`src/rtl/sse_pkg.sv`:
```
package sse_pkg;
    localparam int TX_BYTES     = 6;
    localparam int RX_BYTES     = 10;
    localparam int MAX_BITS     = 56;
    localparam int TX_BITS      = TX_BYTES * 8;
    localparam int RX_BITS      = RX_BYTES * 8;
    localparam int CNT_W        = $clog2(MAX_BITS + 2);
    localparam int ADDR_W       = 5;
    localparam int A_CNT        = TX_BYTES;
    localparam int A_CTRL       = TX_BYTES + 1;
    localparam int A_RX0        = TX_BYTES + 2;
    localparam int CTRL_START   = 2;
    localparam int CTRL_STRETCH = 4;

    typedef enum logic [0:0] {SH_IDLE, SH_RUN} sh_state_e;

    typedef struct packed {
        logic sck;
        logic cs_n;
        logic mosi;
    } spi_pins_t;

    // bit k of the outgoing stream; positions past the transmit bank read as 0
    function automatic logic stream_bit(logic [TX_BITS-1:0] flat, logic [CNT_W-1:0] k);
        if (int'(k) < TX_BITS) return flat[TX_BITS-1-int'(k)];
        return 1'b0;
    endfunction
endpackage

```
`src/rtl/sse_regbank.sv`:
```
module sse_regbank
    import sse_pkg::*;
#(
    parameter int NTX  = TX_BYTES,
    parameter int MAXB = MAX_BITS,
    parameter int CW   = CNT_W
) (
    input  logic              clk,
    input  logic              rst,
    input  logic              wr_ok,
    input  logic [ADDR_W-1:0] addr,
    input  logic [7:0]        wdata,
    output logic [NTX*8-1:0]  tx_flat,
    output logic [CW-1:0]     cnt_q,
    output logic              stretch_q
);
    logic [7:0] tx_q [NTX];

    for (genvar i = 0; i < NTX; i++) begin : g_tx
        always_ff @(posedge clk) begin
            if (rst)                                tx_q[i] <= '0;
            else if (wr_ok && int'(addr) == i)      tx_q[i] <= wdata;
        end
        assign tx_flat[i*8 +: 8] = tx_q[i];
    end

    always_ff @(posedge clk) begin
        if (rst) begin
            cnt_q     <= '0;
            stretch_q <= 1'b0;
        end else if (wr_ok) begin
            if (int'(addr) == A_CNT)
                cnt_q <= (int'(wdata) > MAXB) ? CW'(MAXB) : CW'(wdata);
            if (int'(addr) == A_CTRL)
                stretch_q <= wdata[CTRL_STRETCH];
        end
    end


    cnt_max_chk: assert property (@(posedge clk) disable iff (rst) int'(cnt_q) <= MAXB);
endmodule

```
`src/rtl/sse_rxbank.sv`:
```
module sse_rxbank
    import sse_pkg::*;
#(
    parameter int NBITS = RX_BITS
) (
    input  logic             clk,
    input  logic             rst,
    input  logic             shift_en,
    input  logic             bit_in,
    output logic [NBITS-1:0] rx_flat
);
    always_ff @(posedge clk) begin
        if (rst)           rx_flat <= '0;
        else if (shift_en) rx_flat <= {rx_flat[NBITS-2:0], bit_in};
    end


    rx_entry_chk: assert property (@(posedge clk) disable iff (rst)
        shift_en |=> rx_flat[0] == $past(bit_in));
endmodule

```
`src/rtl/sse_shifter.sv`:
```
module sse_shifter
    import sse_pkg::*;
#(
    parameter int HALF_DIV = 2,
    parameter int TXB      = TX_BITS,
    parameter int CW       = CNT_W
) (
    input  logic           clk,
    input  logic           rst,
    input  logic           start,
    input  logic [CW-1:0]  nbits,
    input  logic [TXB-1:0] tx_flat,
    input  logic           miso,
    output spi_pins_t      pins,
    output logic           busy,
    output logic           done,
    output logic           rx_shift,
    output logic           rx_bit
);
    localparam int PH_W = (HALF_DIV > 1) ? $clog2(HALF_DIV) : 1;

    sh_state_e       state;
    logic [PH_W-1:0] ph;
    logic [CW-1:0]   bidx;
    logic [CW-1:0]   last;

    assign busy = (state == SH_RUN);

    always_ff @(posedge clk) begin
        if (rst) begin
            state    <= SH_IDLE;
            pins     <= '{sck: 1'b0, cs_n: 1'b1, mosi: 1'b0};
            ph       <= '0;
            bidx     <= '0;
            last     <= '0;
            done     <= 1'b0;
            rx_shift <= 1'b0;
            rx_bit   <= 1'b0;
        end else begin
            done     <= 1'b0;
            rx_shift <= 1'b0;
            case (state)
                SH_IDLE: begin
                    if (start) begin
                        if (nbits == '0) begin
                            done <= 1'b1;
                        end else begin
                            state     <= SH_RUN;
                            pins.cs_n <= 1'b0;
                            pins.sck  <= 1'b0;
                            pins.mosi <= stream_bit(tx_flat, '0);
                            ph        <= '0;
                            bidx      <= '0;
                            last      <= nbits - 1'b1;
                        end
                    end
                end
                SH_RUN: begin
                    if (int'(ph) == HALF_DIV - 1) begin
                        ph <= '0;
                        if (!pins.sck) begin
                            pins.sck <= 1'b1;
                            rx_shift <= 1'b1;
                            rx_bit   <= miso;
                        end else begin
                            pins.sck <= 1'b0;
                            if (bidx == last) begin
                                state     <= SH_IDLE;
                                pins.cs_n <= 1'b1;
                                pins.mosi <= 1'b0;
                                done      <= 1'b1;
                            end else begin
                                bidx      <= bidx + 1'b1;
                                pins.mosi <= stream_bit(tx_flat, bidx + 1'b1);
                            end
                        end
                    end else begin
                        ph <= ph + 1'b1;
                    end
                end
                default: state <= SH_IDLE;
            endcase
        end
    end


    sck_idle_chk: assert property (@(posedge clk) disable iff (rst) pins.cs_n |-> !pins.sck);

    cs_busy_chk: assert property (@(posedge clk) disable iff (rst) !pins.cs_n |-> busy);

    end_done_chk: assert property (@(posedge clk) disable iff (rst)
        (pins.cs_n && !$past(pins.cs_n)) |-> done);

    mosi_hold_chk: assert property (@(posedge clk) disable iff (rst)
        (pins.sck && $past(pins.sck)) |-> $stable(pins.mosi));
endmodule

```
`src/rtl/spi_shift_engine.sv`:
```
module spi_shift_engine
    import sse_pkg::*;
#(
    parameter int HALF_DIV = 2
) (
    input  logic              clk,
    input  logic              rst,
    input  logic              reg_we,
    input  logic [ADDR_W-1:0] reg_addr,
    input  logic [7:0]        reg_wdata,
    output logic [7:0]        reg_rdata,
    output logic              busy,
    output logic              done,
    output logic              spi_sck,
    output logic              spi_cs_n,
    output logic              spi_mosi,
    input  logic              spi_miso
);
    logic [TX_BITS-1:0] tx_flat;
    logic [RX_BITS-1:0] rx_flat;
    logic [CNT_W-1:0]   cnt_q;
    logic               stretch_q;
    logic               wr_ok;
    logic               start;
    logic [CNT_W-1:0]   nbits;
    logic               rx_shift;
    logic               rx_bit;
    spi_pins_t          pins;

    assign wr_ok = reg_we && !busy;
    assign start = wr_ok && (int'(reg_addr) == A_CTRL) && reg_wdata[CTRL_START];
    assign nbits = (cnt_q == '0) ? '0 : cnt_q + CNT_W'(reg_wdata[CTRL_STRETCH]);

    sse_regbank #(.NTX(TX_BYTES), .MAXB(MAX_BITS), .CW(CNT_W)) regs_i (
        .clk, .rst, .wr_ok, .addr(reg_addr), .wdata(reg_wdata),
        .tx_flat, .cnt_q, .stretch_q
    );

    sse_shifter #(.HALF_DIV(HALF_DIV), .TXB(TX_BITS), .CW(CNT_W)) shift_i (
        .clk, .rst, .start, .nbits, .tx_flat, .miso(spi_miso),
        .pins, .busy, .done, .rx_shift, .rx_bit
    );

    sse_rxbank #(.NBITS(RX_BITS)) rx_i (
        .clk, .rst, .shift_en(rx_shift), .bit_in(rx_bit), .rx_flat
    );

    assign spi_sck  = pins.sck;
    assign spi_cs_n = pins.cs_n;
    assign spi_mosi = pins.mosi;

    always_comb begin
        int a;
        a = int'(reg_addr);
        reg_rdata = '0;
        if (a < TX_BYTES)
            reg_rdata = tx_flat[a*8 +: 8];
        else if (a == A_CNT)
            reg_rdata = 8'(cnt_q);
        else if (a == A_CTRL) begin
            reg_rdata[CTRL_START]   = busy;
            reg_rdata[CTRL_STRETCH] = stretch_q;
        end else if (a >= A_RX0 && a < A_RX0 + RX_BYTES)
            reg_rdata = rx_flat[(a-A_RX0)*8 +: 8];
    end


    busy_nostart_chk: assert property (@(posedge clk) disable iff (rst)
        (busy && reg_we) |=> busy || done);
endmodule

```
`config.mk`:
```
export PLATFORM = sky130hd
export DESIGN_NAME = spi_shift_engine
export DESIGN_NICKNAME = d
export VERILOG_FILES = /design/src/rtl/sse_pkg.sv /design/src/rtl/sse_regbank.sv /design/src/rtl/sse_rxbank.sv /design/src/rtl/sse_shifter.sv /design/src/rtl/spi_shift_engine.sv
export SDC_FILE = /design/constraint.sdc
export NUM_CORES = 1
export LEC_CHECK = 0
export ABC_AREA = 1
export BUFFER_PORTS_ARGS = -buffer_cell sky130_fd_sc_hd__buf_4
export CORE_ASPECT_RATIO = 1.4
export CORE_MARGIN = 10
export CORE_UTILIZATION = 40
export CTS_CLUSTER_SIZE = 16
export DETAILED_ROUTE_END_ITERATION = 10
export SYNTH_ARGS = -nofsm -noshare
export SYNTH_HDL_FRONTEND = slang
export SYNTH_SLANG_ARGS = --single-unit
```
`constraint.sdc`:
```
create_clock -name clk -period 2.15 [get_ports clk]
set_input_delay 0.215 -clock clk [delete_from_list [all_inputs] [get_ports clk]]
set_output_delay 0.215 -clock clk [all_outputs]
set_load 0.005 [all_outputs]
```
; Word level (Yosys, flattened, before mapping)
; Memories as Yosys holds them, arrays and structs flattened.
; Index checks and enable logic that the tools add are counted.
[totals]
mem_bits_rw = 48
output_inout_bits = 13
ff_bits = 107
n_memories = 1
[mem_list]
columns = name, depth, width, rd, rd_ports_with_merged_regs, wr, line_no
row1 = regs_i.tx_q, 6, 8, 6, 0, 6, sse_regbank.sv:17  ; logic [7:0] tx_q [NTX];
[classes]
shift = 2
n_reduce_logical = 24
add_sub_neg = 6
n_eq_ne = 14
n_lt_le_gt_ge = 6
bitwise = 10
n_mux = 82
[ops]
columns = op, count
row1 = variable part select 80 x 9 -> 8 bit, 1
row2 = two-way mux 8 bit, 9
row3 = two-way mux 1 bit, 54
row4 = variable part select 48 x 9 -> 8 bit, 1
row5 = two-way mux 6 bit, 7
row6 = "less-than comparator 32 x 8 -> 1 bit, second input constant", 1
row7 = "== test 5 x 4 -> 1 bit, second input constant", 4
row8 = zero test 6 bit, 2
row9 = two-way mux 3 bit, 4
row10 = case mux 6 bit (2 select lines), 1
row11 = "== test 5 x 3 -> 1 bit, second input constant", 2
row12 = logical AND 1 bit, 10
row13 = AND reduction 5 bit, 2
row14 = AND reduction 3 bit, 3
row15 = "> comparator 8 x 6 -> 1 bit, second input constant", 1
row16 = "inequality test 2 bit, second input constant", 4
row17 = "subtractor 6 x 6 -> 7 bit, first input constant", 1
row18 = adder 6 x 1 -> 6 bit, 1
row19 = "adder 6 x 1 -> 6 bit, second input constant", 1
row20 = binary-select mux 1 bit (select 6 bit), 1
row21 = == test 6 bit, 1
row22 = "less-than comparator 6 bit, second input constant", 1
row23 = OR 1 bit, 6
row24 = case mux 1 bit (2 select lines), 3
row25 = 16 further kinds, 23

; Depth between registers and ports, before layout
[depth]
depth_word = 13
ltp_mapped = 13
depth_no_buf = 13

; Hierarchy
; From an unflattened synthesis, not the netlist that was laid out.
[hier_totals]
cells_unflattened = 1335
area_unflattened_um2 = 8798.4
[by_module_without_submodules]
columns = module, seq_area_each_um2, instances, area_per_inst_um2, cells_each
row1 = sse_rxbank, 1601.5, 1, 3265.6, 507
row2 = sse_regbank, 1581.5, 1, 2110.8, 186
row3 = spi_shift_engine, 0.0, 1, 1813.0, 379
row4 = sse_shifter, 400.4, 1, 1609.0, 263

; Least setup slack after synthesis
; Ideal clock, no wire load.
[synth_timing]
path_kind = register to register
start = reg regs_i.cnt_q[0]
end = reg shift_i.bidx[2]
arrival_ns = 1.658
path_slack_ns = 0.375
n_path_buf = 0
period_less_slack_ns = 1.775
setup_ns = 0.117
stages_incl_launch_ff = 12
path_cell_list = dfxtp_1 -> ha_1 -> ha_1 -> nand2_1 -> ha_1 -> and2_4 -> nand3_2 -> nand2_4 -> nand2_4 -> inv_4 -> a21oi_1 -> nor2_1
[synth_via]
elab_chain_len = 5
elab_cells_between_ends = 6
[synth_lines]
columns = item, line_no
row1 = "start, declared", sse_regbank.sv:14  ; output logic [CW-1:0] cnt_q,
row2 = "start signal, assigned", sse_regbank.sv:33  ; cnt_q <= (int'(wdata) > MAXB) ? CW'(MAXB) : CW'(wdata);
row3 = adder 6 x 1 -> 6 bit or zero test 6 bit (tied branches), spi_shift_engine.sv:32  ; assign nbits = (cnt_q == '0) ? '0 : cnt_q + CNT_W'(reg_wdata[CTRL_STRETCH]);
row4 = two-way mux 6 bit *, spi_shift_engine.sv:32
row5 = zero test 6 bit *, sse_shifter.sv:45  ; if (nbits == '0) begin
row6 = inequality test 2 bit (no source line) *, --
row7 = AND reduction 5 bit (no source line) *, --
row8 = "end signal, assigned", sse_shifter.sv:73  ; bidx <= bidx + 1'b1;
row9 = "end, declared", sse_shifter.sv:24  ; logic [CW-1:0] bidx;
; Mark *: on every way between the ends. The rest lies on a longest branch, timed or not.
; A chain may end at the register's enable or synchronous reset.

; Final worst setup path
[layout_timing]
start = in reg_addr[1]
end = out reg_rdata[3]
[layout_via]
elab_chain_len = 6
elab_cells_between_ends = 13
[layout_lines]
columns = item, line_no
row1 = "start, declared", spi_shift_engine.sv:9  ; input logic [ADDR_W-1:0] reg_addr,
row2 = "subtractor 5 x 4 -> 6 bit, or another cell as far along", spi_shift_engine.sv:64  ; reg_rdata = rx_flat[(a-A_RX0)*8 +: 8];
row3 = variable part select 80 x 9 -> 8 bit or logical AND 1 bit (tied branches), "spi_shift_engine.sv:64, spi_shift_engine.sv:63"
row4 = two-way mux 8 bit, spi_shift_engine.sv:63  ; end else if (a >= A_RX0 && a < A_RX0 + RX_BYTES)
row5 = two-way mux 1 bit, spi_shift_engine.sv:60  ; else if (a == A_CTRL) begin
row6 = two-way mux 8 bit, spi_shift_engine.sv:58  ; else if (a == A_CNT)
row7 = two-way mux 8 bit *, spi_shift_engine.sv:56  ; if (a < TX_BYTES)
row8 = "end, declared", spi_shift_engine.sv:11  ; output logic [7:0] reg_rdata,
; Marks and branches as above.

==> impl_metrics.json <==
{
  "status": "finished clean",
  "fin_tns_setup_ns": 0,
  "synth_flop_cell": "dfxtp_1",
  "gp_congestion": 0.937,
  "die_height_um": 186,
  "start_util_pct": 40.7,
  "cp_top_family": "simple AND/OR/NAND/NOR gates",
  "postCtsSetupBuffers": 0,
  "num_rows": 60,
  "insertion_delay_ns": 0.43,
  "fin_crit_sh_pct": 92.4,
  "grt_pass1_vias": 6983,
  "period_needed_ns": 1.99,
  "required_ns": 1.93,
  "wl_mm": 22.7,
  "numCtsBuffers": 17,
  "final.setup_skew_ns": 0.0118,
  "antenna_found_initial": 0,
  "drtAntennaViolNets": 0,
  "final_common_cell": "nor2_1",
  "fp.dieW_um": 138,
  "crit_fanout": 18,
  "synth_top_cell_area_share_pct": 27.3,
  "final_util_pct": 46.8,
  "synth_cell_type_count": 42,
  "fmax_ghz": 0.503,
  "synth_nets": 1105,
  "worstSetupPathType": "in2out",
  "nets": 1130,
  "syn_to_final_growth_pct": 15.2,
  "synth_area_leaders": "dfxtp_1 27%, edfxtp_1 18%, nor2_1 12%",
  "path_cells": "buf_4 -> nand2_4 -> inv_2 -> nand2_2 -> nand2_1 -> nor2_1 -> nand2_1 -> nand3b_1 -> o211ai_1 -> buf_4",
  "cts_htree_levels": 4,
  "max_slew.worst_pin.slew_ns": 0.564,
  "synthArstFlopShare_pct": 0,
  "multi_input_area_um2": 3720,
  "clk_root_buffer_cell": "clkbuf_16",
  "post-dp-hpwl_mm": 16.4,
  "dr_total_vias": 7262,
  "clock_path_buffers": 2,
  "route.detailed.drc": 0,
  "slew_headroom_pct": 62.2,
  "path_buf_inv": 3,
  "hold_buffers": 0,
  "startpoint_type": "input port",
  "cts.repair.resized": 0,
  "setup_viol": 0,
  "die_area_um2": 25700,
  "antennaDiodeCount": 0,
  "drtPass1Iterations": 5,
  "grt_max_degree": 59,
  "slowest_stage": "nand3b_1",
  "finalHoldViolCount": 0,
  "cp-end-kind": "primary output",
  "power_density_nw_per_um2": 734,
  "seq_area_frac_synth_pct": 45.7,
  "vdd.ir_drop.worst_mv": 0.506,
  "p_leak_nw": 4.21,
  "drt_iter0_drc": 579,
  "synth_edf_count": 48,
  "max_stage_delay_ns": 0.19,
  "cts.clk_slew.worst_paths_ns": 0.06,
  "clock-sinks": 155,
  "ios": 30,
  "syn_area_um2": 7850,
  "avgViaCountPerCell": 5.32,
  "min_path_type": "in2reg",
  "maxCapViolations": 0,
  "grt_pass1_wl_mm": 36.7,
  "portBuffers": 29,
  "tritoncts": "done",
  "syn_area_per_cell_um2": 7.28,
  "maxSlewViolCount": 0,
  "critPathArrivalTime_ns": 1.77,
  "yosysTopAreaCell": "dfxtp_1",
  "ys_ff_latch": 155,
  "gr-total-overflow": 0,
  "postSynthCellCount": 1078,
  "rsz0062_at_grt": "false",
  "regArea_um2": 3590,
  "coreArea_um2": 19300,
  "grt_usage_pct": 17.7,
  "most-common-layout-cells": "251 x nor2_1, 200 x nand2_1, 115 x o21ai_0",
  "wire_per_inst_um": 16.7,
  "drive_gt1_share_pct": 11.3,
  "nFillCells": 1925,
  "yosys_warnings": 0
}
## cell type report
class	count	area share [%]
Clock inverter	14	2.15
Clock buffer	18	4.75
Tap cell	248	3.43
Sequential cell	155	39.7
Timing Repair Buffer	58	5.23
Inverter	86	3.60
Multi-Input combinational cell	785	41.2
## worst min-delay path, delay by kind of cell
kind / cells / cell delay, ns
buffers and inverters: 1 / 0.08
AND/OR/NAND/NOR: 2 / 0.11
## through the flow
step | hold WS [ns] | power (mW) | area [um2] | cells | setup slack, ns
2_1_floorplan | 0.350 | 3.34 | 7850 | 1078 | 0.375
3_3_place_gp | 0.447 | 3.49 | 8410 | 1332 | 0.198
3_5_place_dp | 0.451 | 3.49 | 8410 | 1332 | 0.140
4_1_cts | 0.00192 | 6.67 | 9030 | 1364 | 0.142
5_1_grt | 0.0348 | 6.84 | 9040 | 1364 | 0.0408
6_report | 0.0113 | 6.64 | 9040 | 1364 | 0.162
## worst paths after layout
kind                    from               to  slack, ns  depth (start not counted)
max              reg_addr[1]     reg_rdata[3]       0.16                         10
min                 spi_miso   shift_i.rx_bit       0.01                          3
max reg2reg  regs_i.cnt_q[0]  shift_i.bidx[5]       0.21                         10
min reg2reg   shift_i.rx_bit  rx_i.rx_flat[0]       0.48                          2
## cells in the mapped netlist (12+ instances only)
library cell / instances
a21oi_1: 40
buf_2: 13
clkbuf_1: 34
dfxtp_1: 107
edfxtp_1: 48
inv_1: 72
inv_2: 12
nand2_1: 200
nand3_1: 72
nand4_1: 13
nor2_1: 251
o21ai_0: 115
o22ai_1: 15
## report_power, final
part           internal (mW)  total (mW)  leakage, nW  switching [mW]
clock network           1.94        3.20        0.287            1.26
logic                  0.115       0.384         2.54           0.269
registers               3.04        3.05         1.38          0.0115
total                   5.10        6.64         4.21            1.54
## routing by layer
| metal | track usage, % | part of all wire (%) |
|---|---|---|
| met5 | 0 | 0 |
| met4 | 7.78 | 3.3 |
| met3 | 3.16 | 4.1 |
| met2 | 32.1 | 52 |
| met1 | 19.9 | 41 |
## logic make-up (layout without fill, tap and decap cells)
group	after synthesis	count (layout)	share of synthesized area, %
compound gates	198	198	13.8
xor+xnor	14	14	1.56
fa+ha+maj	10	10	1.59
buf+inv	138	176	7.02
flops	155	155	45.7
mux	2	2	0.255
simple gates	561	561	30.1
## registers in the layout (all words and copies together) (netlist names)
signal            cells
regs_i.cnt_q          6
regs_i.stretch_q      1
shift_i.pins          3
shift_i.done          1
shift_i.busy          1
shift_i.rx_shift      1
rx_i.rx_flat         80
shift_i.last          6
shift_i.bidx          6
regs_i.tx_q          48
shift_i.ph            1
shift_i.rx_bit        1
Note: power is estimated with default switching activity, not from simulation.
